===== src/rtl/cs_select_adder.sv =====
module cs_select_adder #(
  parameter int WIDTH   = 16,
  parameter int BLK     = 4,
  parameter bit OUT_REG = 1'b1
) (
  input  logic             clk,
  input  logic             rst_n,
  input  logic [WIDTH-1:0] op_a,
  input  logic [WIDTH-1:0] op_b,
  input  logic             carry_in,
  output logic [WIDTH-1:0] sum,
  output logic             carry_out
);
  localparam int NBLK = WIDTH / BLK;

  // carry into position k of a block with a zero block carry-in
  function automatic logic int_carry(input logic [BLK-1:0] gv, input logic [BLK-1:0] pv, input int k);
    logic acc, t;
    acc = 1'b0;
    for (int j = 0; j < BLK; j++) begin
      if (j < k) begin
        t = gv[j];
        for (int m = 0; m < BLK; m++)
          if (m > j && m < k) t = t & pv[m];
        acc = acc | t;
      end
    end
    return acc;
  endfunction

  // propagate run from the block's lowest bit up to (not including) k
  function automatic logic run_prop(input logic [BLK-1:0] pv, input int k);
    logic r;
    r = 1'b1;
    for (int m = 0; m < BLK; m++)
      if (m < k) r = r & pv[m];
    return r;
  endfunction

  logic [WIDTH-1:0] p, g, sum_c;
  logic [NBLK:0]    bc;

  assign p     = op_a ^ op_b;
  assign g     = op_a & op_b;
  assign bc[0] = carry_in;

  for (genvar b = 0; b < NBLK; b++) begin : g_blk
    logic [BLK-1:0] pb, gb, s0, s1;
    logic [BLK:0]   cint, bprop, strength;

    assign pb = p[b*BLK +: BLK];
    assign gb = g[b*BLK +: BLK];

    for (genvar k = 0; k <= BLK; k++) begin : g_cu
      assign cint[k]     = int_carry(gb, pb, k);
      assign bprop[k]    = run_prop(pb, k);
      assign strength[k] = ~bprop[k];
    end

    for (genvar k = 0; k < BLK; k++) begin : g_sg
      assign s0[k] = pb[k] ^ cint[k];
      assign s1[k] = pb[k] ^ (strength[k] ? cint[k] : 1'b1);
    end

    assign sum_c[b*BLK +: BLK] = bc[b] ? s1 : s0;
    assign bc[b+1] = cint[BLK] | (bprop[BLK] & bc[b]);
  end

  if (OUT_REG) begin : g_reg
    always_ff @(posedge clk or negedge rst_n) begin
      if (!rst_n) begin
        sum       <= '0;
        carry_out <= 1'b0;
      end else begin
        sum       <= sum_c;
        carry_out <= bc[NBLK];
      end
    end
  end else begin : g_comb
    assign sum       = sum_c;
    assign carry_out = bc[NBLK];
  end
endmodule


===== config.mk =====
export PLATFORM = sky130hd
export DESIGN_NAME = cs_select_adder
export DESIGN_NICKNAME = d
export VERILOG_FILES = /design/src/rtl/cs_select_adder.sv
export SDC_FILE = /design/constraint.sdc
export NUM_CORES = 1
export LEC_CHECK = 0
export ABC_AREA = 1
export BUFFER_PORTS_ARGS = -buffer_cell sky130_fd_sc_hd__buf_2
export CORE_MARGIN = 2
export CORE_UTILIZATION = 50
export DETAILED_ROUTE_END_ITERATION = 8
export PLACE_DENSITY = 0.84
export SLEW_MARGIN = 20
export SYNTH_ARGS = -nofsm -noshare
export SYNTH_HDL_FRONTEND = slang
export SYNTH_SLANG_ARGS = --single-unit

===== constraint.sdc =====
create_clock -name clk -period 0.8 [get_ports clk]
set_clock_uncertainty 0.1 [all_clocks]
set_input_delay 0 -clock clk [delete_from_list [all_inputs] [get_ports clk]]
set_output_delay 0 -clock clk [all_outputs]
set_load 0.03 [all_outputs]

==> flow_summary_export.csv <==
group,metric,value,unit
timing,post-route-worst-setup-slack,-0.599,ns
critical_path,required,0.93,ns
yosys,synth_simple_gate_area_share,20.1,%
yosys,synth_compound_area_share,9.44,%
timing,max_freq,715,MHz
cells_and_area,utilization,95.3,%
floorplan,start_util,51.7,%
critical_path,slowest_delay,0.26,ns
critical_path,cp_top_family,"simple AND/OR/NAND/NOR gates",
cts,clockBufferDepth,2,
timing,min_period,1.40,ns
yosys,synth_warnings,0,
grt,grt_first_pass_wirelength,7800,um
critical_path,slowest_stage,"ha_4",
yosys,syn-num-nets,194,
place,gp_congestion,0.806,
yosys,netlist_area,1260,um2
run_status,violations,"negative hold slack, negative setup slack",
grt,antenna_found_initial,0,
critical_path,crit_buf_inv,3,
place,io_buffers,51,
timing,hold_ws,-0.0532,ns
route,ant_nets,0,
cts,htree_levels,1,
timing,finalCritPeriodShare,175,%
critical_path,cp-end-kind,"register",
cts,cts-buffers-inserted,3,
run_status,outcome,"complete, but fails checks",
floorplan,row_count,18,
critical_path,cp.arrival,1.53,ns
yosys,syn-instance-count,139,
timing,slew-limit-headroom,72.1,%
hold_path,hp-class,"in -> reg",
timing,hold_violations,2,
cts,postCtsHoldBufs,1,
floorplan,die_area,2930,um2
route,drtIter0Drc,58,
yosys,ys_seq_elements,17,
critical_path,cp_cell_sequence,"buf_6 -> ha_4 -> nand4_1 -> nand4_4 -> nor2_1 -> buf_4 -> inv_2 -> a31oi_1 -> xnor2_1",
route,wl_per_cell,22.6,um
timing,rsz0062_at_grt,"true",
cells_and_area,final_cell_mix,"buf_4, buf_6, buf_2",
yosys,synth-adder-area-share,19.9,%
yosys,synthXorXnorAreaFrac,9.05,%
critical_path,crit_fanout,5,
power,vdd_drop_max,1.42,mV
floorplan,die_h,54.2,um
cells_and_area,antenna_cells,0,
cells_and_area,drive_gt1_share,63.3,%
grt,grt_overflow,0,
route,vias,1520,
floorplan,ios,52,
route,wl,5870,um
timing,slew_viol_final,0,
yosys,avgSynthCellArea,9.06,um2
grt,grt_start_max_net_pins,18,
power,power,3.89,mW
yosys,ys_seq_area_share,33.8,%
yosys,synthMuxAreaShare,0,%
grt,track_usage,39.0,%
route,drcViolationCount,0,
timing,tightest_slew,0.418,ns
cts,cts.sinks,17,
cells_and_area,synthToLayoutAreaGrowth,84.1,%
place,dp_hpwl,2580,um
floorplan,die_x,54.2,um
critical_path,critPathKind,"in -> reg",
route,via_per_inst,5.87,
cells_and_area,final_nets,285,
route,drt-pass1-iter-count,4,
cts,cts_tree,"yes",
yosys,synth.distinct_cells,25,
timing,setup_viol,32,
job,drv_cap,0,
yosys,synth_top_family_by_area,"simple AND/OR/NAND/NOR gates",
floorplan,core_area,2430,um2
power,pwr_density_cell,1680,nW/um2
grt,grt_pass1_vias,1636,
power,p_leak,1.18,nW
cells_and_area,layout_commonest_cell,"buf_4",
critical_path,startpoint_type,"input pin",
cts,cts_root_buffer,"clkbuf_4",
cts,clk_pin_slew,0.10,ns
## logic make-up after synthesis
group           count (synthesis)
compound gates                 16
xor+xnor                       13
buf+inv                        26
simple gates                   47
flops                          17
fa+ha+maj                      20
## repair_timing
item	4_1_cts	5_1_grt
hold endpoints to repair	19	2
endpoints found under the setup margin	31	32
resized for setup	75	10
pin swaps	25	10
cloned	0	0
setup buffers	6	1
## routing by layer
layer  GRT usage (%)  share of wire, %  routed length [um]
met4            31.3               7.9                 461
met1            39.4                33                1950
met2            67.9                52                3040
met5               0                 0                   0
met3            8.89               7.1                 414
## synth_stat cells, drive strengths merged
| master | instances | area, um2 |
|---|---|---|
| inv | 26 | 97.6 |
| nor3b | 1 | 12.5 |
| nor2 | 5 | 18.8 |
| ha | 20 | 250 |
| xor2 | 10 | 87.6 |
| a21oi | 9 | 67.6 |
| nor3 | 1 | 5.00 |
| o21ai | 3 | 15.0 |
| nand3 | 13 | 65.1 |
| or2 | 1 | 6.26 |
| nand4 | 2 | 18.8 |
| a31oi | 1 | 6.26 |
| nand2 | 24 | 126 |
| xnor2 | 3 | 26.3 |
| dfrtp | 17 | 425 |
| o21bai | 3 | 30.0 |
## flip-flops by register name, summed over array words and instances (netlist names)
signal     cells
carry_out      1
sum           16
## where the power goes
part | internal, mW | switching [mW]
sequential | 1.04 | 0.102
combinational | 1.02 | 1.22
clock | 0.195 | 0.311
## path summary, 6_finish.rpt
path	from	endpoint	slack [ns]	depth (start not counted)
max in group asynchronous	rst_n	sum[3]	0.23	2
min in group asynchronous	rst_n	carry_out	0.06	2
max	op_b[3]	sum[7]	-0.60	9
min	carry_in	sum[0]	-0.05	3
## area by class of cell
cell class              instances  area [um2]
multi-input cells              96        1020
well taps                      30        37.5
clock buffers                   4        26.3
repair buffers                 86         698
flip-flops and latches         17         427
fillers                        65         115
inverters                      26         105
## through the flow
stage / setup TNS (ns) / setup slack (ns) / cell area [um2] / instances
2_1_floorplan: -5.85 / -0.534 / 1390 / 139
3_3_place_gp: -8.90 / -0.686 / 1880 / 247
3_5_place_dp: -9.53 / -0.742 / 1880 / 247
4_1_cts: -6.01 / -0.339 / 2260 / 258
5_1_grt: -10.00 / -0.630 / 2320 / 259
6_report: -8.86 / -0.599 / 2320 / 259
(Power assumes the default switching activity.)
